`src/rtl/blkmove_pkg.sv`:
```
package blkmove_pkg;
   typedef enum logic [1:0] {
      BM_IDLE  = 2'd0,
      BM_READ  = 2'd1,
      BM_WRITE = 2'd2,
      BM_FIN   = 2'd3
   } bm_state_e;

   localparam int unsigned OP_REPEAT_BIT = 0;
   localparam int unsigned OP_SEARCH_BIT = 1;
endpackage

```
`src/rtl/blkmove_ctrl.sv`:
```
module blkmove_ctrl
   import blkmove_pkg::*;
(
   input  logic clk,
   input  logic rst_n,
   input  logic start,
   input  logic [1:0] op,
   input  logic mem_wait,
   input  logic match,
   input  logic last,
   output logic load,
   output logic step,
   output logic rd_ok,
   output logic mode_search,
   output logic mem_rd,
   output logic mem_wr,
   output logic busy,
   output logic done
);
   bm_state_e state_q, state_d;
   logic      search_q, repeat_q;

   always_ff @(posedge clk or negedge rst_n) begin
      if (!rst_n) begin
         state_q  <= BM_IDLE;
         search_q <= 1'b0;
         repeat_q <= 1'b0;
      end else begin
         state_q <= state_d;
         if (load) begin
            search_q <= op[OP_SEARCH_BIT];
            repeat_q <= op[OP_REPEAT_BIT];
         end
      end
   end

   always_comb begin
      state_d = state_q;
      load    = 1'b0;
      step    = 1'b0;
      rd_ok   = 1'b0;
      unique case (state_q)
         BM_IDLE: if (start) begin
            load    = 1'b1;
            state_d = BM_READ;
         end
         BM_READ: if (!mem_wait) begin
            rd_ok = 1'b1;
            if (search_q) begin
               step    = 1'b1;
               state_d = (repeat_q && !last && !match) ? BM_READ : BM_FIN;
            end else begin
               state_d = BM_WRITE;
            end
         end
         BM_WRITE: if (!mem_wait) begin
            step    = 1'b1;
            state_d = (repeat_q && !last) ? BM_READ : BM_FIN;
         end
         BM_FIN: state_d = BM_IDLE;
         default: state_d = BM_IDLE;
      endcase
   end

   assign mem_rd      = (state_q == BM_READ);
   assign mem_wr      = (state_q == BM_WRITE);
   assign busy        = (state_q != BM_IDLE);
   assign done        = (state_q == BM_FIN);
   assign mode_search = search_q;

   assert_rw_exclusive_R6: assert property (@(posedge clk) disable iff (!rst_n)
      !(mem_rd && mem_wr));
   assert_done_pulse_R3: assert property (@(posedge clk) disable iff (!rst_n)
      done |=> !done);
   assert_search_no_write_R4: assert property (@(posedge clk) disable iff (!rst_n)
      mem_wr |-> !search_q);
endmodule

```
`src/rtl/blkmove_dp.sv`:
```
module blkmove_dp #(
   parameter int unsigned AW = 16,
   parameter int unsigned DW = 8,
   parameter int unsigned CW = 16
) (
   input  logic          clk,
   input  logic          rst_n,
   input  logic          load,
   input  logic          step,
   input  logic          rd_ok,
   input  logic          mode_search,
   input  logic          mem_wr,
   input  logic [AW-1:0] src_in,
   input  logic [AW-1:0] dst_in,
   input  logic [CW-1:0] cnt_in,
   input  logic [DW-1:0] cmp_in,
   input  logic [DW-1:0] mem_rdata,
   output logic [AW-1:0] src_q,
   output logic [AW-1:0] dst_q,
   output logic [CW-1:0] cnt_q,
   output logic [AW-1:0] mem_addr,
   output logic [DW-1:0] mem_wdata,
   output logic          match,
   output logic          last,
   output logic          flag_z,
   output logic          flag_pv,
   output logic          flag_n
);
   localparam logic [AW-1:0] PTR_ONE = AW'(1);
   localparam logic [CW-1:0] CNT_ONE = CW'(1);

   logic [DW-1:0] cmp_q, byte_q;
   logic [CW-1:0] cnt_nxt;

   assign cnt_nxt = cnt_q - CNT_ONE;
   assign last    = (cnt_nxt == '0);
   assign match   = (mem_rdata == cmp_q);

   always_ff @(posedge clk or negedge rst_n) begin
      if (!rst_n) begin
         src_q   <= '0;
         dst_q   <= '0;
         cnt_q   <= '0;
         cmp_q   <= '0;
         byte_q  <= '0;
         flag_z  <= 1'b0;
         flag_pv <= 1'b0;
         flag_n  <= 1'b0;
      end else if (load) begin
         src_q <= src_in;
         dst_q <= dst_in;
         cnt_q <= cnt_in;
         cmp_q <= cmp_in;
      end else begin
         if (rd_ok && !mode_search) byte_q <= mem_rdata;
         if (step) begin
            src_q   <= src_q + PTR_ONE;
            cnt_q   <= cnt_nxt;
            flag_pv <= !last;
            flag_n  <= mode_search;
            flag_z  <= mode_search && match;
            if (!mode_search) dst_q <= dst_q + PTR_ONE;
         end
      end
   end

   assign mem_addr  = mem_wr ? dst_q : src_q;
   assign mem_wdata = byte_q;

   assert_pv_tracks_count_R8: assert property (@(posedge clk) disable iff (!rst_n)
      $past(step) |-> (flag_pv == (cnt_q != '0)));
endmodule

```
`src/rtl/blkmove_engine.sv`:
```
module blkmove_engine #(
   parameter int unsigned AW = 16,
   parameter int unsigned DW = 8,
   parameter int unsigned CW = 16
) (
   input  logic          clk,
   input  logic          rst_n,
   input  logic          start,
   input  logic [1:0]    op,
   input  logic [AW-1:0] src_in,
   input  logic [AW-1:0] dst_in,
   input  logic [CW-1:0] cnt_in,
   input  logic [DW-1:0] cmp_in,
   output logic          busy,
   output logic          done,
   output logic [AW-1:0] src_out,
   output logic [AW-1:0] dst_out,
   output logic [CW-1:0] cnt_out,
   output logic          flag_z,
   output logic          flag_pv,
   output logic          flag_n,
   output logic          mem_rd,
   output logic          mem_wr,
   output logic [AW-1:0] mem_addr,
   output logic [DW-1:0] mem_wdata,
   input  logic [DW-1:0] mem_rdata,
   input  logic          mem_wait
);
   generate
      if (AW < 8 || AW > 32) begin : g_bad_aw
         $error("blkmove_engine: AW out of range");
      end
      if (DW < 1) begin : g_bad_dw
         $error("blkmove_engine: DW must be positive");
      end
      if (CW < 2 || CW > 32) begin : g_bad_cw
         $error("blkmove_engine: CW out of range");
      end
   endgenerate

   logic load, step, rd_ok, mode_search, match, last;

   blkmove_ctrl u_ctrl (
      .clk         (clk),
      .rst_n       (rst_n),
      .start       (start),
      .op          (op),
      .mem_wait    (mem_wait),
      .match       (match),
      .last        (last),
      .load        (load),
      .step        (step),
      .rd_ok       (rd_ok),
      .mode_search (mode_search),
      .mem_rd      (mem_rd),
      .mem_wr      (mem_wr),
      .busy        (busy),
      .done        (done)
   );

   blkmove_dp #(.AW(AW), .DW(DW), .CW(CW)) u_dp (
      .clk         (clk),
      .rst_n       (rst_n),
      .load        (load),
      .step        (step),
      .rd_ok       (rd_ok),
      .mode_search (mode_search),
      .mem_wr      (mem_wr),
      .src_in      (src_in),
      .dst_in      (dst_in),
      .cnt_in      (cnt_in),
      .cmp_in      (cmp_in),
      .mem_rdata   (mem_rdata),
      .src_q       (src_out),
      .dst_q       (dst_out),
      .cnt_q       (cnt_out),
      .mem_addr    (mem_addr),
      .mem_wdata   (mem_wdata),
      .match       (match),
      .last        (last),
      .flag_z      (flag_z),
      .flag_pv     (flag_pv),
      .flag_n      (flag_n)
   );

   assert_wait_holds_R6: assert property (@(posedge clk) disable iff (!rst_n)
      ((mem_rd || mem_wr) && mem_wait) |=>
         ($stable(mem_rd) && $stable(mem_wr) && $stable(mem_addr) && $stable(mem_wdata)));
   assert_ptr_advance_R1: assert property (@(posedge clk) disable iff (!rst_n)
      step |=> (src_out == AW'($past(src_out) + 1'b1)));
   assert_count_step_R2: assert property (@(posedge clk) disable iff (!rst_n)
      step |=> (cnt_out == CW'($past(cnt_out) - 1'b1)));
   assert_search_dst_hold_R4: assert property (@(posedge clk) disable iff (!rst_n)
      (step && mode_search) |=> $stable(dst_out));
endmodule

```
`config.mk`:
```
export PLATFORM = sky130hd
export DESIGN_NAME = blkmove_engine
export DESIGN_NICKNAME = d
export VERILOG_FILES = /design/src/rtl/blkmove_pkg.sv /design/src/rtl/blkmove_ctrl.sv /design/src/rtl/blkmove_dp.sv /design/src/rtl/blkmove_engine.sv
export SDC_FILE = /design/constraint.sdc
export NUM_CORES = 1
export LEC_CHECK = 0
export BUFFER_PORTS_ARGS = -buffer_cell sky130_fd_sc_hd__buf_4
export CAP_MARGIN = 20
export CORE_UTILIZATION = 50
export CTS_BUF_LIST = sky130_fd_sc_hd__clkbuf_16
export CTS_CLUSTER_SIZE = 10
export DETAILED_ROUTE_END_ITERATION = 6
export PLACE_DENSITY = 0.92
export RECOVER_POWER = 100
export SYNTH_ARGS = -nofsm -noshare
export SYNTH_HDL_FRONTEND = slang
export SYNTH_HIERARCHICAL = 1
export SYNTH_SLANG_ARGS = --single-unit
export TNS_END_PERCENT = 30
```
`constraint.sdc`:
```
create_clock -name clk -period 3.3 [get_ports clk]
set_input_delay 0 -clock clk [delete_from_list [all_inputs] [get_ports clk]]
set_output_delay 0 -clock clk [all_outputs]
set_load 0.02 [all_outputs]
```
==> summary.txt, run 1 <==
Outcome
  • Failing checks: capacitance limit, slew limit
  • Run status: finished, violations left

Floorplan
  • IO Pins: 149
  • Die Area: 8424 um2
  • Row cnt: 32
  • Die Span X: 91.78 um
  • Die H: 91.78 um
  • Initial core utilization: 51.88%
  • Core ar.: 7767 um2

Logic synthesis
  • Main area contributors after synthesis: dfrtp_1, mux2_2, xnor2_1
  • EDFF count, synth: 0
  • Yosys warns: 6
  • Post-Syn Instances: 415
  • Main synth FF type: dfrtp_1
  • Mapped Area: 4030 um2
  • Yosys top cell area share: 44.09%
  • Number of distinct library cells after synthesis: 47
  • Syn Nets: 494
  • Asr flop ratio synth: 100.0%
  • Post-synthesis register bit count: 71
  • Syn_area_per_cell: 9.711 um2
  • Fraction of the yosys area taken by sequential cells: 44.09%
  • Dominant cell type by area after synthesis: dfrtp_1

Critical path
  • WP buf/inv: 2
  • Reg2reg setup slack: 0.46 ns
  • WP data arrival: 3.00 ns
  • CP delay by family, top: simple AND/OR/NAND/NOR gates
  • CP max stage delay: 0.52 ns
  • WP data required: 3.46 ns
  • Startpoint types: flop
  • Reg2reg end: u_dp/dst_q[10]
  • Worst Reg2Reg Path Length in Cells: 10
  • Critical R2R Launch: u_ctrl/state_q[1]
  • Slowest CP cell: nor3_1
  • Endpoint class of the critical path: flop
  • Setup CP Type: flop to flop
  • CP Cell Sequence: inv_1, ha_1, a21oi_1, nor3b_1, buf_4, nand3b_1, nor3_1, and3_1, xnor2_1, o21ai_0
  • Critical Path Fanout Max: 17

Placed design
  • Pre-CTS setup slack: 0.5925 ns
  • Detail Placement HPWL: 7.658 mm
  • Global placement routability congestion: 0.8975
  • Port bufs: 148
  • Placed inst area: 5218 um2
  • Dpl cells: 650

Finish
  • Design area: 5807 um2
  • Layout cell share with drive strength beyond 1: 19.02%
  • N_diodes: 0
  • Nets: 705
  • Finished Layout Cells: 733
  • Area growth from synthesis to layout: 44.09%

Timing
  • Max-slew violations: 81
  • Min Hold Slack: 0.01490 ns
  • Worst setup margin: 0.4551 ns
  • Actual slew at the worst max-slew pin: 1.781 ns
  • RSZ-0062 raised after global routing: no
  • Final Cycle Share: 86.21%
  • Final min period: 2.845 ns
  • Clk_skew: 0.005973 ns
  • Slew HR: -18.72%
  • Post-Route Setup TNS: 0 ns
  • Max Clk Rate: 0.3515 GHz
  • Fin. Hold Viols: 0
  • # setup viols final: 0

Pwr
  • Pleak: 2.384 nW
  • Psw: 2.497 mW
  • Maximum vdd drop: 0.5398 mV
  • Logic pwr share: 47.3%
  • Pint: 2.719 mW
  • Reg power frac: 36.2%
  • Power density over the cells: 898.2 nW/um2
  • Switching Share: 47.87%
  • Clock power frac: 16.5%

Detailed routing
  • Via density: 5.547
  • DRC viols: 0
  • Detailed-route via count: 4066
  • Wirelength per Cell: 17.97 um
  • Final WL: 13.18 mm
  • Final ANT Viol Nets: 0
  • DRT iter0 DRCs: 283
  • Drt pass-1 iters: 5

Worst hold path
  • Tightest Hold Check Type: input pin to flop
  • Hold EP: u_ctrl/state_q[1]
  • Hold depth: 4
  • Hold_sp: mem_wait

Clocking
  • CTS tree: yes
  • Clock Latency Late Sink: 0.33 ns
  • Depth of the CTS H-tree: 3
  • Clock transition at the registers of the reported paths: 0.06 ns
  • Deepest clock path buffer count: 2
  • Root Driver: clkbuf_16
  • Clock sink count: 71
  • Total CTS buffers: 9

Flow run
  • Max_cap viols: 2

GRT
  • Largest net degree at the start of global routing: 106
  • Vias in the first global route: 4223
  • Grt ovf: 0
  • Global-route wire length before repair: 20.79 mm
  • Total GRT Usage: 31.75%
  • Initial antenna violation count: 0
[cell type report]
cell class	count	area, um2
clock buffer	9	225.2
clock inverter	7	31.28
fill	578	1961
inverter	9	33.78
multi-input combinational	317	2103
sequential	71	1777
tap	102	127.6
timing repair buffer	218	1509
[layer usage]
| metal | GRT usage [%] | up-vias | wire length (um) |
|---|---|---|---|
| li1 | - | 1849 | - |
| met1 | 36.45 | 1953 | 4933 |
| met2 | 56.52 | 221 | 6859 |
| met3 | 6.219 | 43 | 946 |
| met4 | 15.49 | 0 | 435 |
| met5 | 0 | - | 0 |
[layout by cell type, fill, tap and decap left out, types with 9 or more instances in the layout]
master / n
o21ai_0: 49
ha_1: 9
clkbuf_1: 78
mux2_2: 31
buf_4: 72
nor2_1: 18
inv_1: 10
nor3_1: 11
xor2_1: 22
dfrtp_1: 71
xnor2_1: 34
nand2_1: 72
nand4_1: 13
dlygate4sd3_1: 67
clkbuf_16: 9
[cell families (layout without fill, tap and decap cells)]
kind of cell | count (synthesis) | count (layout) | synth area share [%]
flip-flops | 71 | 71 | 44.09
multiplexers | 36 | 36 | 9.966
buffers and inverters | 27 | 243 | 2.794
XOR/XNOR | 56 | 56 | 12.17
adder cells (fa/ha/maj) | 9 | 9 | 2.794
AO/OA/AOI/OAI | 62 | 62 | 8.352
AND/OR/NAND/NOR | 154 | 154 | 19.84
[what timing repair did]
action / in CTS / in global routing
resized for setup: 0 / 0
setup buffers: 0 / 0
hold buffers: 67 / 0
hold endpoints to repair: 137 / 0
[metrics by stage]
stage | util (%) | total power, mW
after CTS | 79.11 | 5.532
final | 74.76 | 5.215
after global placement | 67.17 | 4.476
after detailed placement | 67.17 | 4.589
after global routing | 74.76 | 5.488
after floorplan | - | 3.426
[worst reg2reg max path, stage by stage, from the launching register on]
cell      delay (ns)
dfrtp_1         0.41
inv_1           0.14
ha_1            0.31
a21oi_1         0.12
nor3b_1         0.27
buf_4           0.28
nand3b_1        0.17
nor3_1          0.52
and3_1          0.25
xnor2_1         0.12
o21ai_0         0.10
[power groups by stage]
| stage | clock [mW] | combinational, mW | sequential, mW |
|---|---|---|---|
| finish | 0.860 | 2.47 | 1.89 |
| global placement | 0 | 2.63 | 1.84 |
| global route | 0.899 | 2.64 | 1.95 |
| floorplan | 0 | 1.28 | 2.14 |
| detailed placement | 0 | 2.71 | 1.87 |
| CTS | 0.859 | 2.80 | 1.87 |
[state kept, by name (all words and copies together) (netlist names)]
signal / count
u_ctrl/mode_search: 1
u_ctrl/repeat_q: 1
u_ctrl/state_q: 2
u_dp/cmp_q: 8
u_dp/cnt_q: 16
u_dp/dst_q: 16
u_dp/flag_n: 1
u_dp/flag_pv: 1
u_dp/flag_z: 1
u_dp/mem_wdata: 8
u_dp/src_q: 16
[cells in the mapped netlist, drive strengths merged, types with 2 or more instances]
library cell   n
nor3b          2
nand2b         5
and4           2
nor4b          3
ha             9
a21oi          3
mux2          33
and3           6
a211oi         2
nand4         13
mux2i          3
xor2          22
nor4           3
inv            9
buf            7
nand2         72
xnor2         34
dfrtp         71
o21ai         52
nor3          12
nor2          18
nand3          7
nor2b          4
clkbuf        11
[worst max path at each step]
| stage | start | endpoint | slack [ns] | cells after the start |
|---|---|---|---|---|
| after global placement | u_ctrl/state_q[1] | u_dp/dst_q[10] | 0.78 | 10 |
| after CTS | u_ctrl/state_q[1] | u_dp/dst_q[10] | 0.57 | 10 |
| after detailed placement | u_ctrl/state_q[1] | u_dp/dst_q[10] | 0.59 | 10 |
| after global routing | u_ctrl/state_q[1] | u_dp/dst_q[10] | 0.17 | 10 |
| final | u_ctrl/state_q[1] | u_dp/dst_q[10] | 0.46 | 10 |
| after floorplan | u_ctrl/state_q[1] | u_dp/src_q[15] | 0.84 | 11 |
(Power assumes the default switching activity.)
==> run 2: changes to the inputs <==
==> constraint.sdc (replaced) <==
create_clock -name clk -period 3.3 [get_ports clk]
set_input_delay 0.66 -clock clk [delete_from_list [all_inputs] [get_ports clk]]
set_output_delay 0.66 -clock clk [all_outputs]
set_load 0.02 [all_outputs]
==> summary.txt, run 2 (synthesis gave the netlist of run 1 again) <==
Timing
  • Max-slew violations: 81
  • RSZ-0062 raised after global routing: no
  • Fin. Hold Viols: 0
  • Min Hold Slack: 0.4941 ns
  • Slew HR: -18.43%
  • Final min period: 2.793 ns
  • Actual slew at the worst max-slew pin: 1.776 ns
  • Clk_skew: 0.006192 ns
  • Max Clk Rate: 0.3580 GHz
  • Post-Route Setup TNS: 0 ns
  • Final Cycle Share: 84.65%
  • # setup viols final: 0

Placed design
  • Detail Placement HPWL: 7.807 mm
  • Port bufs: 148
  • Global placement routability congestion: 0.9004

Detailed routing
  • Highest metal used: met4
  • Detailed-route via count: 3620
  • DRC viols: 0
  • Final WL: 10.88 mm
  • DRT iter0 DRCs: 200
  • Drt pass-1 iters: 4
  • Met3 Wirelength: 822 um
  • Met2 wire len: 5.457 mm
  • Final ANT Viol Nets: 0
  • Wl on met1: 4.357 mm
  • Wirelength per Cell: 16.34 um
  • Via density: 5.435

Pwr
  • Power density over the cells: 994.7 nW/um2
  • Maximum vdd drop: 0.5189 mV
  • Pleak: 2.127 nW

Floorplan
  • Die Area: 8424 um2
  • Die H: 91.78 um
  • Row cnt: 32
  • Core ar.: 7767 um2
  • IO Pins: 149
  • Initial core utilization: 51.88%
  • Die Span X: 91.78 um

Finish
  • Area growth from synthesis to layout: 28.44%
  • Regs by FF count: u_dp/cnt_q x16, u_dp/dst_q x16, u_dp/src_q x16
  • Most frequent cells in the layout: clkbuf_1, nand2_1, dfrtp_1
  • Final core occ: 66.64%
  • Layout cell share with drive strength beyond 1: 22.16%
  • N_diodes: 0
  • Commonest non-fill, non-tap cell in the layout: clkbuf_1
  • Nets: 638

Clocking
  • Deepest clock path buffer count: 2
  • Clock transition at the registers of the reported paths: 0.06 ns
  • Postcts setup bufs: 0
  • Hold buffers post-CTS: 0
  • Clock sink count: 71
  • Clock Latency Late Sink: 0.32 ns
  • Depth of the CTS H-tree: 3
  • CTS tree: yes
  • Root Driver: clkbuf_16
  • Total CTS buffers: 9
  • Cts repair resizes: 0

Critical path
  • Setup CP Type: flop to flop
  • WP data required: 3.50 ns
  • Startpoint types: flop
  • Reg2reg setup slack: 0.51 ns
  • Critical R2R Launch: u_ctrl/state_q[1]
  • Reg2reg end: u_dp/mem_wdata[6]
  • WP data arrival: 3.00 ns
  • Worst Reg2Reg Path Length in Cells: 5
  • Endpoint class of the critical path: flop
  • Critical Path Fanout Max: 8

GRT
  • Largest net degree at the start of global routing: 106
  • Vias in the first global route: 3657
  • Global-route wire length before repair: 17.62 mm
  • Total GRT Usage: 26.71%
  • Grt ovf: 0
  • Initial antenna violation count: 0

Outcome
  • Failing checks: capacitance limit, slew limit
  • Run status: finished, violations left

Worst hold path
  • Hold depth: 2
  • Hold EP: u_dp/flag_n
  • Tightest Hold Check Type: flop to flop
  • Hold_sp: u_dp/flag_n

Flow run
  • Max_cap viols: 2
run 2: area by class of cell:
class / count / area [um2]
clock buffers: 9 / 225.2
clock inverters: 7 / 63.81
fillers: 680 / 2591
inverters: 9 / 33.78
multi-input cells: 317 / 2115
flip-flops and latches: 71 / 1777
well taps: 102 / 127.6
repair buffers: 151 / 834.6
run 2: worst max-delay path by stage:
stage / from / to / slack, ns / cells after the start
3_3_place_gp: u_ctrl/state_q[1] / u_dp/src_q[15] / 0.80 / 10
5_1_grt: u_ctrl/state_q[1] / u_dp/src_q[11] / 0.24 / 10
6_report: u_ctrl/state_q[1] / u_dp/mem_wdata[6] / 0.51 / 5
2_1_floorplan: u_ctrl/state_q[0] / mem_addr[11] / 0.68 / 5
4_1_cts: u_ctrl/state_q[1] / u_dp/dst_q[10] / 0.63 / 10
3_5_place_dp: u_ctrl/state_q[1] / u_dp/dst_q[10] / 0.64 / 10
run 2: power breakdown:
part / total, mW / internal [mW] / switching (mW) / leakage [nW]
Combinational: 2.34 / 0.887 / 1.45 / 1.12
Sequential: 1.87 / 1.29 / 0.583 / 0.868
Clock: 0.941 / 0.578 / 0.363 / 0.140
Total: 5.15 / 2.75 / 2.40 / 2.13
run 2: critical path: stages (launching register included):
cell and delay, ns:
dfrtp_1 0.41, inv_1 0.13, ha_1 0.30, nor2b_1 0.18, nor3b_1 1.21, mux2_2 0.44
run 2: layer usage:
layer,vias to the layer above,track usage (%)
li1,1708,-
met2,166,45.30
met3,21,4.975
met1,1725,33.19
met4,0,11.98
met5,-,0
run 2: through the flow:
stage / area, um2 / power (mW) / instances / setup slack (ns)
2_1_floorplan: 4030 / 3.426 / 415 / 0.6767
3_3_place_gp: 5230 / 4.488 / 650 / 0.7953
3_5_place_dp: 5230 / 4.612 / 650 / 0.6392
4_1_cts: 5519 / 5.575 / 666 / 0.6288
5_1_grt: 5176 / 5.471 / 666 / 0.2431
6_report: 5176 / 5.149 / 666 / 0.5066
==> run 3: changes to the inputs <==
--- a/config.mk
+++ b/config.mk
@@ -5,13 +5,14 @@
 export SDC_FILE = /design/constraint.sdc
 export NUM_CORES = 1
 export LEC_CHECK = 0
+export ABC_AREA = 1
 export BUFFER_PORTS_ARGS = -buffer_cell sky130_fd_sc_hd__buf_4
 export CAP_MARGIN = 20
-export CORE_UTILIZATION = 50
+export CORE_UTILIZATION = 46
 export CTS_BUF_LIST = sky130_fd_sc_hd__clkbuf_16
 export CTS_CLUSTER_SIZE = 10
 export DETAILED_ROUTE_END_ITERATION = 6
-export PLACE_DENSITY = 0.92
+export PLACE_DENSITY = 0.88
 export RECOVER_POWER = 100
 export SYNTH_ARGS = -nofsm -noshare
 export SYNTH_HDL_FRONTEND = slang
==> constraint.sdc (replaced) <==
create_clock -name clk -period 2.3 [get_ports clk]
set_input_delay 0.46 -clock clk [delete_from_list [all_inputs] [get_ports clk]]
set_output_delay 0.46 -clock clk [all_outputs]
set_load 0.02 [all_outputs]
==> summary.txt, run 3 <==
Outcome
  • Run status: finished, final reports clean

Critical path
  • Startpoint types: flop
  • WP data required: 1.84 ns
  • Reg2reg setup slack: 0.16 ns
  • CP delay by family, top: buffers and inverters
  • WP data arrival: 1.74 ns
  • Worst Reg2Reg Path Length in Cells: 11
  • Reg2reg end: u_dp/dst_q[6]
  • CP max stage delay: 0.41 ns
  • Slowest CP cell: dfrtp_1
  • Critical Path Fanout Max: 34
  • Setup CP Type: flop to primary output
  • WP buf/inv: 3
  • Critical R2R Launch: u_ctrl/state_q[0]
  • Endpoint class of the critical path: primary output
  • CP Cell Sequence: inv_2, ha_1, buf_12, o21ai_0, clkbuf_2

Clocking
  • Clock sink count: 71
  • Deepest clock path buffer count: 2
  • Depth of the CTS H-tree: 3
  • Hold buffers post-CTS: 0
  • CTS tree: yes
  • Postcts setup bufs: 0
  • Total CTS buffers: 9
  • Clock transition at the registers of the reported paths: 0.06 ns
  • Root Driver: clkbuf_16
  • Clock Latency Late Sink: 0.33 ns

GRT
  • Met3 Use GR: 4.577%
  • Grt peak-use layer: met2
  • Grt ovf: 0
  • Largest net degree at the start of global routing: 39
  • Global Route met1 Usage: 35.36%
  • Total GRT Usage: 27.52%
  • Met2 GRT Util: 46.26%
  • Vias in the first global route: 4655
  • Initial antenna violation count: 0
  • Global-route wire length before repair: 22.03 mm

Finish
  • Area growth from synthesis to layout: 28.03%
  • Most frequent cells in the layout: nand2_1, buf_4, dfrtp_1
  • N_diodes: 0
  • Regs by FF count: u_dp/cnt_q x16, u_dp/dst_q x16, u_dp/src_q x16
  • Filler cells: 923
  • Multi-input gate area: 2406 um2
  • Nets: 847
  • Layout cell share with drive strength beyond 1: 19.28%
  • Commonest non-fill, non-tap cell in the layout: nand2_1
  • Reg area: 1777 um2

Detailed routing
  • Via density: 5.378
  • Wirelength per Cell: 15.36 um
  • DRC viols: 0
  • Drt pass-1 iters: 5
  • Final ANT Viol Nets: 0
  • Detailed-route via count: 4851
  • DRT iter0 DRCs: 332
  • Final WL: 13.85 mm

Logic synthesis
  • Yosys top cell area share: 39.32%
  • Post-synthesis register bit count: 71
  • Number of distinct library cells after synthesis: 40
  • Asr flop ratio synth: 100.0%
  • Mapped Area: 4518 um2
  • Count leader, synth: nand2_1
  • Syn Nets: 695
  • Fraction of the yosys area taken by sequential cells: 39.32%
  • Main synth FF type: dfrtp_1
  • Dominant cell type by area after synthesis: dfrtp_1
  • Main area contributors after synthesis: dfrtp_1, nand2_1, inv_1
  • Synth cell count leaders: nand2_1, dfrtp_1, inv_1
  • Yosys warns: 6
  • Post-Syn Instances: 616
  • EDFF count, synth: 0
  • Syn_area_per_cell: 7.335 um2

Floorplan
  • Die H: 101.1 um
  • Die Area: 10220 um2
  • IO Pins: 149
  • Initial core utilization: 48.21%
  • Row cnt: 35
  • Die Span X: 101.1 um
  • Core ar.: 9371 um2

Timing
  • Final min period: 2.199 ns
  • Slew HR: 33.47%
  • RSZ-0062 raised after global routing: no
  • Max Clk Rate: 0.4548 GHz
  • Actual slew at the worst max-slew pin: 0.9979 ns
  • Post-Route Setup TNS: 0 ns
  • Clk_skew: 0.008710 ns
  • Max-slew violations: 0
  • Min Hold Slack: 0.2461 ns
  • Final Cycle Share: 95.59%
  • # setup viols final: 0
  • Fin. Hold Viols: 0

Worst hold path
  • Tightest Hold Check Type: input pin to async pin

Placed design
  • Detail Placement HPWL: 10.36 mm
  • Port bufs: 148
  • Global placement routability congestion: 0.8883

Pwr
  • Power density over the cells: 1445 nW/um2
  • Pleak: 2.708 nW
  • Maximum vdd drop: 0.5755 mV

Flow run
  • Max_cap viols: 0
run 3: worst max path at each step:
stage / cells past startpoint / slack [ns] / startpoint / to
6_report: 5 / 0.10 / u_ctrl/state_q[0] / mem_addr[10]
2_1_floorplan: 10 / 0.02 / u_ctrl/state_q[0] / u_dp/dst_q[12]
3_5_place_dp: 9 / 0.14 / u_ctrl/state_q[0] / u_dp/dst_q[5]
4_1_cts: 6 / 0.06 / u_ctrl/state_q[0] / mem_addr[2]
5_1_grt: 6 / 0.01 / u_ctrl/state_q[0] / mem_addr[11]
3_3_place_gp: 11 / 0.31 / u_ctrl/state_q[0] / u_dp/dst_q[6]
run 3: area by class of cell:
type / instances / share of cell area (%)
flip-flops and latches: 71 / 30.72
inverters: 67 / 4.348
multi-input cells: 458 / 41.60
well taps: 129 / 2.790
clock buffers: 9 / 3.894
repair buffers: 161 / 15.96
clock inverters: 7 / 0.6922
run 3: routing by layer:
layer  vias up  wire length (um)
li1       2317                 -
met1      2292              5816
met2       201              6802
met3        41               869
met4         0               365
met5         -                 0
run 3: repair_timing:
item / in CTS / in global routing
resized for setup: 1 / 9
endpoints found under the hold margin: 0 / 0
setup endpoints to repair: 1 / 27
run 3: worst register-to-register path, stage by stage, from the launching register on:
cell,delay (ns)
dfrtp_1,0.42
inv_2,0.12
ha_1,0.25
a21oi_1,0.09
nor3b_2,0.21
inv_1,0.11
o21ai_2,0.21
inv_1,0.23
a21oi_1,0.18
nand2_1,0.07
o21ai_0,0.09
inv_1,0.06
run 3: logic make-up (layout without fill, tap and decap cells):
| family | after synthesis | in the layout | share of synthesized area, % |
|---|---|---|---|
| flops | 71 | 71 | 39.32 |
| mux | 6 | 6 | 1.495 |
| fa+ha+maj | 9 | 9 | 2.492 |
| compound gates | 99 | 99 | 13.13 |
| simple gates | 321 | 321 | 31.49 |
| buf+inv | 87 | 244 | 7.616 |
| xor+xnor | 23 | 23 | 4.459 |
run 3: report_power, final:
| part | internal [mW] | switching (mW) |
|---|---|---|
| registers | 1.85 | 0.720 |
| clock network | 0.718 | 0.528 |
| logic | 1.46 | 3.09 |
| total | 4.02 | 4.34 |
run 3: per-stage QoR:
stage / instance area, um2 / total power, mW / utilization (%) / cells / setup slack (ns)
3_3_place_gp: 5808 / 7.413 / 61.98 / 886 / 0.3080
2_1_floorplan: 4518 / 5.589 / - / 616 / 0.02094
6_report: 5784 / 8.361 / 61.72 / 902 / 0.1014
3_5_place_dp: 5808 / 7.597 / 61.98 / 886 / 0.1404
4_1_cts: 6077 / 8.891 / 64.85 / 902 / 0.05989
5_1_grt: 5784 / 8.973 / 61.72 / 902 / 0.01421
